<file path="src/rtl/spi_rng_pkg.sv">
// Package: shared types for the serial loopback random byte generator.
// Assumes: one serial clock event of each kind at most per system cycle.
package spi_rng_pkg;

    // One-cycle strobes marking serial clock transitions in the system clock domain
    typedef struct packed {
        logic rise;
        logic fall;
    } sck_evt_t;

    localparam logic [7:0] RNG_DEFAULT_SEED = 8'h2C;

endpackage

</file>
<file path="src/rtl/rng_sck_gen.sv">
// Module: rng_sck_gen
// Makes the serial clock from the system clock while run is high, and flags
// each rising and falling transition as a one-cycle strobe. Each half period
// lasts max(half_i,1) system cycles. The output is forced low when not running.
// Assumes: run drops in the cycle after the last falling strobe or on abort.
module rng_sck_gen
    import spi_rng_pkg::*;
#(
    parameter int DIV_W = 8
) (
    input  logic             clk,
    input  logic             rst_n,
    input  logic             run,
    input  logic [DIV_W-1:0] half_i,
    output logic             sck_o,
    output sck_evt_t         evt_o
);

    logic [DIV_W-1:0] cnt_q;
    logic [DIV_W-1:0] half_eff;
    logic             sck_q;
    logic             wrap;

    // Clamp the programmed half period to at least one cycle
    always_comb begin
        half_eff = (half_i == '0) ? DIV_W'(1) : half_i;
        wrap     = run && (cnt_q == half_eff - DIV_W'(1));
    end

    // Count system cycles inside each half period and toggle the clock
    always_ff @(posedge clk) begin
        if (!rst_n) begin
            cnt_q <= '0;
            sck_q <= 1'b0;
        end else if (!run) begin
            cnt_q <= '0;
            sck_q <= 1'b0;
        end else if (wrap) begin
            cnt_q <= '0;
            sck_q <= ~sck_q;
        end else begin
            cnt_q <= cnt_q + DIV_W'(1);
        end
    end

    // Decode transitions and gate the pin with run
    always_comb begin
        evt_o.rise = wrap && !sck_q;
        evt_o.fall = wrap && sck_q;
        sck_o      = sck_q && run;
    end


    rise_then_high_chk: assert property (@(posedge clk) disable iff (!rst_n)
        evt_o.rise |=> sck_q);

    fall_then_low_chk: assert property (@(posedge clk) disable iff (!rst_n)
        evt_o.fall |=> !sck_q);

endmodule

</file>
<file path="src/rtl/rng_feedback.sv">
// Module: rng_feedback
// Two-stage delay of the serial data-out line, updated on serial clock rising
// strobes. Its output is the XOR of both stages and serves as serial data-in.
// Assumes: clr_i has priority and models the cleared state after seeding.
module rng_feedback
    import spi_rng_pkg::*;
(
    input  logic     clk,
    input  logic     rst_n,
    input  logic     clr_i,
    input  sck_evt_t evt_i,
    input  logic     sdo_i,
    output logic     sdi_o
);

    logic stage1_q;
    logic stage2_q;

    // Shift the delay chain on each serial rising edge
    always_ff @(posedge clk) begin
        if (!rst_n || clr_i) begin
            stage1_q <= 1'b0;
            stage2_q <= 1'b0;
        end else if (evt_i.rise) begin
            stage1_q <= sdo_i;
            stage2_q <= stage1_q;
        end
    end

    // Fold both stages into the returned bit
    always_comb sdi_o = stage1_q ^ stage2_q;


    chain_step_chk: assert property (@(posedge clk) disable iff (!rst_n)
        (evt_i.rise && !clr_i) |=> (stage2_q == $past(stage1_q)) && (stage1_q == $past(sdo_i)));

endmodule

</file>
<file path="src/rtl/rng_shift_core.sv">
// Module: rng_shift_core
// Byte-wide full-duplex shift engine. On start it loads the transmit byte and
// drives its MSB on sdo_o. Rising strobes sample sdi_i into the receive
// shifter and falling strobes advance the transmit shifter. After the last
// falling strobe it flags done_o with the assembled byte on rx_o.
// Assumes: start_i only while idle; abort_i wins over everything.
module rng_shift_core
    import spi_rng_pkg::*;
#(
    parameter int DATA_W = 8
) (
    input  logic              clk,
    input  logic              rst_n,
    input  logic              abort_i,
    input  logic              start_i,
    input  logic [DATA_W-1:0] load_i,
    input  sck_evt_t          evt_i,
    input  logic              sdi_i,
    output logic              busy_o,
    output logic              sdo_o,
    output logic              done_o,
    output logic [DATA_W-1:0] rx_o
);

    localparam int BCW = (DATA_W > 1) ? $clog2(DATA_W) : 1;
    localparam logic [BCW-1:0] LAST_BIT = BCW'(DATA_W - 1);

    logic [DATA_W-1:0] tx_sh_q;
    logic [DATA_W-1:0] rx_sh_q;
    logic [BCW-1:0]    bit_q;
    logic              busy_q;
    logic              fall_w;

    always_comb fall_w = evt_i.fall;

    // Sequence one transfer: load, sample on rise, advance on fall
    always_ff @(posedge clk) begin
        if (!rst_n) begin
            busy_q  <= 1'b0;
            bit_q   <= '0;
            tx_sh_q <= '0;
            rx_sh_q <= '0;
        end else if (abort_i) begin
            busy_q <= 1'b0;
            bit_q  <= '0;
        end else if (start_i) begin
            busy_q  <= 1'b1;
            bit_q   <= '0;
            tx_sh_q <= load_i;
        end else if (busy_q) begin
            if (evt_i.rise) begin
                rx_sh_q <= {rx_sh_q[DATA_W-2:0], sdi_i};
            end
            if (fall_w) begin
                tx_sh_q <= {tx_sh_q[DATA_W-2:0], 1'b0};
                if (bit_q == LAST_BIT) begin
                    busy_q <= 1'b0;
                    bit_q  <= '0;
                end else begin
                    bit_q <= bit_q + BCW'(1);
                end
            end
        end
    end

    // Drive pins and completion strobe
    always_comb begin
        busy_o = busy_q;
        sdo_o  = busy_q && tx_sh_q[DATA_W-1];
        done_o = busy_q && !abort_i && fall_w && (bit_q == LAST_BIT);
        rx_o   = rx_sh_q;
    end


    sdo_hold_chk: assert property (@(posedge clk) disable iff (!rst_n)
        (busy_q && $past(busy_q) && !$past(fall_w) && !$past(abort_i)) |-> $stable(sdo_o));

endmodule

</file>
<file path="src/rtl/spi_loop_rng.sv">
// Module: spi_loop_rng (top)
// Holds one transmit byte and one received byte around the serial engine.
// When the consumer is ready, a received byte goes out with a one-cycle
// valid pulse and is copied back as the next transmit byte, which keeps the
// loop running. A seed may be loaded while disabled.
// Assumes: rnd_ready is sampled every cycle; div_half may change at any time.
module spi_loop_rng
    import spi_rng_pkg::*;
#(
    parameter int               DATA_W = 8,
    parameter int               DIV_W  = 8,
    parameter logic [DATA_W-1:0] SEED  = DATA_W'(RNG_DEFAULT_SEED)
) (
    input  logic              clk,
    input  logic              rst_n,
    input  logic              enable,
    input  logic              seed_load,
    input  logic [DATA_W-1:0] seed_in,
    input  logic [DIV_W-1:0]  div_half,
    input  logic              rnd_ready,
    output logic [DATA_W-1:0] rnd_out,
    output logic              rnd_valid,
    output logic              sck,
    output logic              sdo,
    output logic              sdi
);

    logic [DATA_W-1:0] tx_buf_q;
    logic              tx_full_q;
    logic [DATA_W-1:0] rx_buf_q;
    logic              rx_full_q;
    logic [DATA_W-1:0] rx_byte;
    logic              seed_acc;
    logic              pop;
    logic              start;
    logic              busy;
    logic              done;
    sck_evt_t          evt;

    // Decide seeding, delivery and transfer launch for this cycle
    always_comb begin
        seed_acc = seed_load && !enable;
        pop      = rx_full_q && rnd_ready && !seed_acc;
        start    = enable && tx_full_q && !rx_full_q && !busy && !seed_acc;
    end

    // Maintain the transmit and receive holders and the output register
    always_ff @(posedge clk) begin
        if (!rst_n) begin
            tx_buf_q  <= SEED;
            tx_full_q <= 1'b1;
            rx_buf_q  <= '0;
            rx_full_q <= 1'b0;
            rnd_out   <= '0;
            rnd_valid <= 1'b0;
        end else begin
            rnd_valid <= 1'b0;
            if (seed_acc) begin
                tx_buf_q  <= seed_in;
                tx_full_q <= 1'b1;
                rx_full_q <= 1'b0;
            end else begin
                if (start) begin
                    tx_full_q <= 1'b0;
                end
                if (done) begin
                    rx_buf_q  <= rx_byte;
                    rx_full_q <= 1'b1;
                end
                if (pop) begin
                    tx_buf_q  <= rx_buf_q;
                    tx_full_q <= 1'b1;
                    rx_full_q <= 1'b0;
                    rnd_out   <= rx_buf_q;
                    rnd_valid <= 1'b1;
                end
            end
        end
    end

    rng_sck_gen #(.DIV_W(DIV_W)) u_sck (
        .clk    (clk),
        .rst_n  (rst_n),
        .run    (busy),
        .half_i (div_half),
        .sck_o  (sck),
        .evt_o  (evt)
    );

    rng_shift_core #(.DATA_W(DATA_W)) u_core (
        .clk     (clk),
        .rst_n   (rst_n),
        .abort_i (seed_acc),
        .start_i (start),
        .load_i  (tx_buf_q),
        .evt_i   (evt),
        .sdi_i   (sdi),
        .busy_o  (busy),
        .sdo_o   (sdo),
        .done_o  (done),
        .rx_o    (rx_byte)
    );

    rng_feedback u_fb (
        .clk   (clk),
        .rst_n (rst_n),
        .clr_i (seed_acc),
        .evt_i (evt),
        .sdo_i (sdo),
        .sdi_o (sdi)
    );


    valid_single_chk: assert property (@(posedge clk) disable iff (!rst_n)
        rnd_valid |=> !rnd_valid);

    stall_hold_chk: assert property (@(posedge clk) disable iff (!rst_n)
        (rx_full_q && !rnd_ready && !seed_acc) |=> (rx_full_q && $stable(rx_buf_q) && !rnd_valid));

    no_xfer_when_full_chk: assert property (@(posedge clk) disable iff (!rst_n)
        rx_full_q |-> !busy);

endmodule

</file>
<file path="config.mk">
export PLATFORM = sky130hd
export DESIGN_NAME = spi_loop_rng
export DESIGN_NICKNAME = d
export VERILOG_FILES = /design/src/rtl/spi_rng_pkg.sv /design/src/rtl/rng_sck_gen.sv /design/src/rtl/rng_feedback.sv /design/src/rtl/rng_shift_core.sv /design/src/rtl/spi_loop_rng.sv
export SDC_FILE = /design/constraint.sdc
export NUM_CORES = 1
export LEC_CHECK = 0
export BUFFER_PORTS_ARGS = -buffer_cell sky130_fd_sc_hd__buf_2
export CAP_MARGIN = 20
export CORE_MARGIN = 4
export CORE_UTILIZATION = 25
export DETAILED_ROUTE_END_ITERATION = 10
export GPL_TIMING_DRIVEN = 0
export PLACE_DENSITY = 0.48
export SYNTH_ARGS = -nofsm -noshare
export SYNTH_HDL_FRONTEND = slang
export SYNTH_SLANG_ARGS = --single-unit
export TNS_END_PERCENT = 50
</file>
<file path="constraint.sdc">
create_clock -name clk -period 2.6 [get_ports clk]
set_input_delay 0.26 -clock clk [delete_from_list [all_inputs] [get_ports clk]]
set_output_delay 0.26 -clock clk [all_outputs]
set_load 0.05 [all_outputs]
</file>
======== Yosys cells after proc, flatten, opt, wreduce, memory -nomap -nowiden ========
Cells that the tools add are included.
cells by class
  add/subtract/negate cells ............... 3
  $mul .................................... 0
  divide/modulo/power cells ............... 0
  order comparisons ....................... 0
  eq/ne operators ......................... 2
  shift operators ......................... 0
  mux-type cells .......................... 12
  bitwise gates (word level) .............. 6
  reductions and logical operators ........ 36
operator list
  operator                                          count
  two-way mux 8 bit                                 6
  logical AND 1 bit                                 15
  OR reduction 3 bit                                3
  adder 8 x 1 -> 8 bit, second input constant       1
  == test 8 bit                                     1
  logical NOT 8 bit                                 1
  AND reduction 2 bit                               4
  subtractor 8 x 1 -> 8 bit, second input constant  1
  logical NOT 1 bit                                 6
  nonzero test 2 bit                                3
  two-way mux 1 bit                                 5
  inverter 1 bit                                    5
  AND reduction 4 bit                               1
  adder 3 x 1 -> 3 bit, second input constant       1
  == test 3 bit, second input constant              1
  two-way mux 3 bit                                 1
  AND reduction 3 bit                               1
  OR reduction 2 bit                                1
  logical OR 1 bit                                  1
  bitwise XOR 1 bit                                 1
word-level totals
  flip-flop bits (word level) ............. 58
  latch bits .............................. 0
  memory bits (writable) .................. 0
  ROM bits ................................ 0
  bits of input ports ..................... 21
  output and inout bits ................... 12
  word-level logic and storage cells ...... 73
  memories kept ........................... 0

======== Depth between registers and ports, before layout ========
  word-level depth ........................ 9
  depth in mapped cells ................... 11
  mapped depth without buffers ............ 9

======== Cells and area by module ========
Synthesis repeated with hierarchy kept, for this count alone.
second synthesis, totals
  cell total of the unflattened synthesis .. 310
  area total of the unflattened synthesis .. 2,845.2 um^2
modules (own cells, without submodules)
  module          times used  cells each  area an instance (um^2)  seq. area each (um^2)
  spi_loop_rng    1           130         1,143.6                  540.5
  rng_shift_core  1           93          917.1                    400.4
  rng_sck_gen     1           79          701.9                    180.2
  rng_feedback    1           8           82.6                     40.0

======== Worst setup path after synthesis ========
No wires, ideal clock.
  path type ............................... input-to-reg
  from .................................... in div_half[1]
  to ...................................... reg u_core.tx_sh_q[1]
  library setup time ...................... 0.116 ns
  arrival time ............................ 2.547 ns
  data required time ...................... 2.484 ns
  setup slack ............................. -0.063 ns
  stages on the path ...................... 9
  path buffers ............................ 0
  cells stage by stage .................... nor4_4 a21oi_2 ha_1 nor2b_1 or3_1 a31oi_1 nand3_1 or4_1 and3b_1
on the way
  longest elaborated chain between the ends .. 8
ends and longest elaborated chain
  what                                    line                  source
  start: declaration                      spi_loop_rng.sv:19    input logic [DIV_W-1:0] div_half,
  logical NOT 8 bit                       rng_sck_gen.sv:26     half_eff = (half_i == '0) ? DIV_W'(1) : half_i;
  two-way mux 8 bit *                     rng_sck_gen.sv:26
  subtractor 8 x 1 -> 8 bit *             rng_sck_gen.sv:27     wrap = run && (cnt_q == half_eff - DIV_W'(1));
  == test 8 bit *                         rng_sck_gen.sv:27
  logical AND 1 bit *                     rng_sck_gen.sv:27
  logical AND 1 bit *                     rng_sck_gen.sv:49     evt_o.fall = wrap && sck_q;
  nonzero test 2 bit (no source line) *   -
  AND reduction 3 bit (no source line) *  -
  end signal: assignment                  rng_shift_core.sv:49  tx_sh_q <= load_i;
  end signal: assignment                  rng_shift_core.sv:55  tx_sh_q <= {tx_sh_q[DATA_W-2:0], 1'b0};
  end: declaration                        rng_shift_core.sv:28  logic [DATA_W-1:0] tx_sh_q;
Every way passes the cells marked *; elsewhere a longest branch is shown, timed or not.
A chain may end at the register's enable or synchronous reset.

======== Final worst setup path ========
  from .................................... in div_half[1]
  to ...................................... reg u_core.busy_q, in the netlist u_core.busy_o
on the way
  longest elaborated chain between the ends .. 9
ends and longest elaborated chain
  what                         line                  source
  logical NOT 8 bit            rng_sck_gen.sv:26
  two-way mux 8 bit *          rng_sck_gen.sv:26
  subtractor 8 x 1 -> 8 bit *  rng_sck_gen.sv:27
  == test 8 bit *              rng_sck_gen.sv:27
  logical AND 1 bit *          rng_sck_gen.sv:27
  logical AND 1 bit *          rng_sck_gen.sv:49
  two-way mux 1 bit *          rng_shift_core.sv:54  if (fall_w) begin
  two-way mux 1 bit *          rng_shift_core.sv:50  end else if (busy_q) begin
  two-way mux 1 bit *          rng_shift_core.sv:46  end else if (start_i) begin
  end signal: assignment       rng_shift_core.sv:44  busy_q <= 1'b0;
  end signal: assignment       rng_shift_core.sv:47  busy_q <= 1'b1;
  end signal: assignment       rng_shift_core.sv:57  busy_q <= 1'b0;
  end: declaration             rng_shift_core.sv:31  logic busy_q;
Marked as above.

==> tab_implementation.tex <==
\begin{tabular}{lr}
\hline
Metric & Value \\
\hline
\multicolumn{2}{l}{\textbf{STA}} \\
Shortest clock period the worst path allows after layout & 2.537 ns \\
Final-report setup violation count & 0 \\
Achievable frequency & slightly below 400 MHz \\
Final Hold Viols & 0 \\
Post-route worst setup slack & 0.06253 ns \\
Worst clock skew & 0.008882 ns \\
Final worst-path cycle share & 0.9760 \\
Least-Margin Pin Slew & around 0.69 ns \\
Setup repair after global routing missed its margin & yes \\
Worst relative slew slack & 0.5363 \\
Pins over their slew limit & 0 \\
\multicolumn{2}{l}{\textbf{Clock tree}} \\
Cts hold-fix bufs & 0 \\
CTS Buf Count & 9 \\
Number of H-tree branching levels & 3 \\
Clock slew at the register clock pins of the worst setup and hold paths & about 0.07 ns \\
Maximum root-to-sink buffer count & 2 \\
Clock latency on the worst-skew pair & 0.33 ns \\
Clock sink count & 58 \\
Master cell of the clock root buffer & clkbuf\_8 \\
Setup repair bufs after CTS & 0 \\
Clock tree from TritonCTS & done \\
\multicolumn{2}{l}{\textbf{Logic synthesis}} \\
Yosys Warn Count & 0 \\
Flip-flop and latch count after synthesis & 58 \\
Area share of the largest cell type after synthesis & 0.4318 \\
Leading post-synthesis cells by cell area & dfxtp\_1, nand3\_1, a21oi\_1, o21ai\_0, nand2\_1 \\
Register area share after synthesis & 0.4318 \\
Yosys cell types & 42 \\
Prevailing post-synth register cell & dfxtp\_1 \\
Async SR Flop Fraction & 0 \\
Commonest cells in the synthesized netlist & dfxtp\_1, nand3\_1, nand2\_1, a21oi\_1, o21ai\_0 \\
Dominant cell type by area after synthesis & dfxtp\_1 \\
Mean Syn Cell Area & $\sim$8 um2 \\
Cell with the most instances after synthesis & dfxtp\_1 \\
Gate count of the mapped netlist & 332 \\
Post-synth net total & 357 \\
Count of flip-flops with a built-in enable after synthesis & 0 \\
Mapped Area & 0.002689 mm2 \\
\multicolumn{2}{l}{\textbf{Place}} \\
Final HPWL from detailed placement & around 5300 um \\
PortBufs & 32 \\
Setup slack at placement & -0.4986 ns \\
Placed instance area & around 0.003 mm2 \\
Cells after DPL & 500 \\
Final RePlAce weighted congestion & 0.7836 \\
\multicolumn{2}{l}{\textbf{Worst setup path}} \\
R2r worst-path depth & 7 \\
Worst path arrival time & 2.76 ns \\
Type of origin of the critical path & primary input \\
Capture point of the worst reg-to-reg path & u\_core.tx\_sh\_q[1]\$\_SDFFE\_PN0P\_ \\
Kind of end point of the critical path & flip-flop \\
Worst Setup EP & u\_core.busy\_o\$\_SDFF\_PP0\_ \\
Critical path type & in2reg \\
Slack of the worst reg-to-reg path & 0.24 ns \\
Startpoint of the worst-slack reg-to-reg timing path & u\_sck.cnt\_q[3]\$\_SDFF\_PP0\_ \\
CP required & 2.82 ns \\
Maximum fanout along the worst path & 7 \\
Worst Setup SP & div\_half[1] \\
\multicolumn{2}{l}{\textbf{Final layout}} \\
Post-route insts no fill & 516 \\
Register area & 0.001161 mm2 \\
Post-layout nets & 400 \\
Number of filler instances in the final layout & about 1100 \\
Share of the core filled with cells & 0.3172 \\
Total area of multi-input combinational cells & $\sim$0.0015 mm2 \\
Fraction of layout cells with a size suffix above 1 & 0.1605 \\
Fin area & 0.003304 mm2 \\
Layout-stage area growth over the synthesis result & 22.89\% \\
\# diodes & 0 \\
\multicolumn{2}{l}{\textbf{Global route}} \\
Sum of overflow across all layers after global routing & 0 \\
First-pass GRT wire length & 12070 um \\
Maximum number of pins on one net before global-route repair & 11 \\
Via count of the first global-routing pass & 2375 \\
Initial antenna violation count & 0 \\
Global routing usage summed across all routing layers & 0.1187 \\
\multicolumn{2}{l}{\textbf{Power and ir drop}} \\
Leakage power & 1.215 nW \\
Worst VDD drop & $\sim$0.00028 V \\
Pwr Total & 2.083 mW \\
Total power divided by cell area & $\sim$630 mW/mm2 \\
\multicolumn{2}{l}{\textbf{Floorplanning}} \\
Cell row count & 37 \\
Count of pins on the block boundary & 33 \\
Vertical extent of the die & 111.7 um \\
Initial Util & 0.2581 \\
Core region area & 0.01042 mm2 \\
Die boundary width & 111.7 um \\
Die Area & $\sim$0.012 mm2 \\
\multicolumn{2}{l}{\textbf{Route}} \\
1st-iter DRT viols & between 100 and 150 \\
Avg Vias per Cell & 4.859 \\
Drc violations & 0 \\
Routed length per instance & $\sim$14 um \\
Detailed Routing Iterations Pass 1 & 4 \\
Detail Route Antenna Nets & 0 \\
Detailed Route WL & roughly 7200 um \\
Vias & 2507 \\
\multicolumn{2}{l}{\textbf{Outcome}} \\
Outcome & finished clean \\
\multicolumn{2}{l}{\textbf{Run}} \\
Count of max-cap constraint violations & 0 \\
\multicolumn{2}{l}{\textbf{Hold path}} \\
Hold Path Class & in2reg \\
\hline
\end{tabular}
[registers in the layout (all words and copies together), names as in the netlist]
signal	count
u_fb.stage1_q	1
rnd_out	8
tx_buf_q	8
rx_full_q	1
u_core.busy_o	1
u_fb.stage2_q	1
u_core.tx_sh_q	8
rx_buf_q	8
u_core.bit_q	3
u_sck.cnt_q	8
u_sck.sck_q	1
rnd_valid	1
u_core.rx_o	8
tx_full_q	1
[routing by layer]
metal,track usage,up-vias,part of all wire
met5,0,-,0
met4,0.04380,0,0.011
met3,0.03043,4,0.032
met2,0.1763,35,0.45
met1,0.1654,1198,0.51
li1,-,1270,-
[placed cells by master, fill, tap and decap left out, types with 2 or more instances in the layout]
master / instances
bufinv_16: 3
nand4_1: 2
nor2b_1: 3
xnor2_1: 5
ha_1: 4
nor2_1: 24
clkbuf_8: 9
a311oi_1: 6
xor2_1: 8
o21ai_0: 29
a31oi_1: 2
a21oi_1: 31
dfxtp_1: 58
buf_2: 32
o31ai_1: 2
a211oi_1: 6
mux2i_1: 3
nand3b_1: 2
and3_1: 6
nand2_1: 39
inv_1: 5
clkbuf_1: 16
or3_1: 3
o21a_1: 6
clkinv_2: 3
clkbuf_2: 2
nand3_1: 39
nand2b_1: 3
and2_1: 3
and3b_1: 2
[worst min-delay path by stage]
stage / startpoint / endpoint / cells after the start
6_report: seed_in[2] / tx_buf_q[2]$_SDFFE_PN1P_ / 3
5_1_grt: seed_in[2] / tx_buf_q[2]$_SDFFE_PN1P_ / 3
4_1_cts: seed_in[2] / tx_buf_q[2]$_SDFFE_PN1P_ / 3
3_3_place_gp: rnd_out[1]$_SDFFE_PN0P_ / rnd_out[1]$_SDFFE_PN0P_ / 2
2_1_floorplan: rst_n / u_sck.sck_q$_SDFFE_PN0N_ / 2
3_5_place_dp: rnd_out[0]$_SDFFE_PN0P_ / rnd_out[0]$_SDFFE_PN0P_ / 2
[final cells by class]
cell class / count / area share
timing repair buffer: 32 / 0.04847
inverter: 5 / 0.005680
buffer: 19 / 0.02461
multi-input combinational: 250 / 0.4479
clock buffer: 10 / 0.03862
tap: 136 / 0.05150
sequential: 58 / 0.3514
clock inverter: 6 / 0.03181
[metrics by stage]
step           hold slack [ns]  setup TNS, ns
2_1_floorplan           0.4081              0
3_3_place_gp            0.4460         -14.16
3_5_place_dp            0.4467         -12.92
4_1_cts                 0.1538              0
5_1_grt                 0.1636       -0.07481
6_report                0.1724              0
[cell families (layout without fill, tap and decap cells)]
group / Yosys count / count (layout) / share of synthesized area
xor+xnor: 13 / 13 / 0.04235
flops: 58 / 58 / 0.4318
fa+ha+maj: 4 / 4 / 0.01861
simple gates: 141 / 141 / 0.2652
compound gates: 89 / 89 / 0.1945
mux: 3 / 3 / 0.01117
buf+inv: 24 / 72 / 0.03629
[power breakdown]
| part | internal (mW) | switching (mW) | total (mW) |
|---|---|---|---|
| registers | 0.911 | 0.0139 | 0.924 |
| logic | 0.0617 | 0.104 | 0.166 |
| clock network | 0.632 | 0.360 | 0.992 |
[worst max-delay path, stage by stage]
cell and delay [ns]:
buf_2 0.13, nor4_4 0.30, a21oi_2 0.11, ha_1 0.23
nor2b_2 0.18, or3_1 0.39, a31oi_4 0.31, and2_0 0.17
clkbuf_1 0.24, nand3_2 0.17, o221a_2 0.29
[timing repair]
| item | CTS | global route |
|---|---|---|
| gates resized for setup | 3 | 10 |
| setup endpoints to repair | 16 | 36 |
| pin swaps | 0 | 3 |
Power figures use the tool's default switching activity.
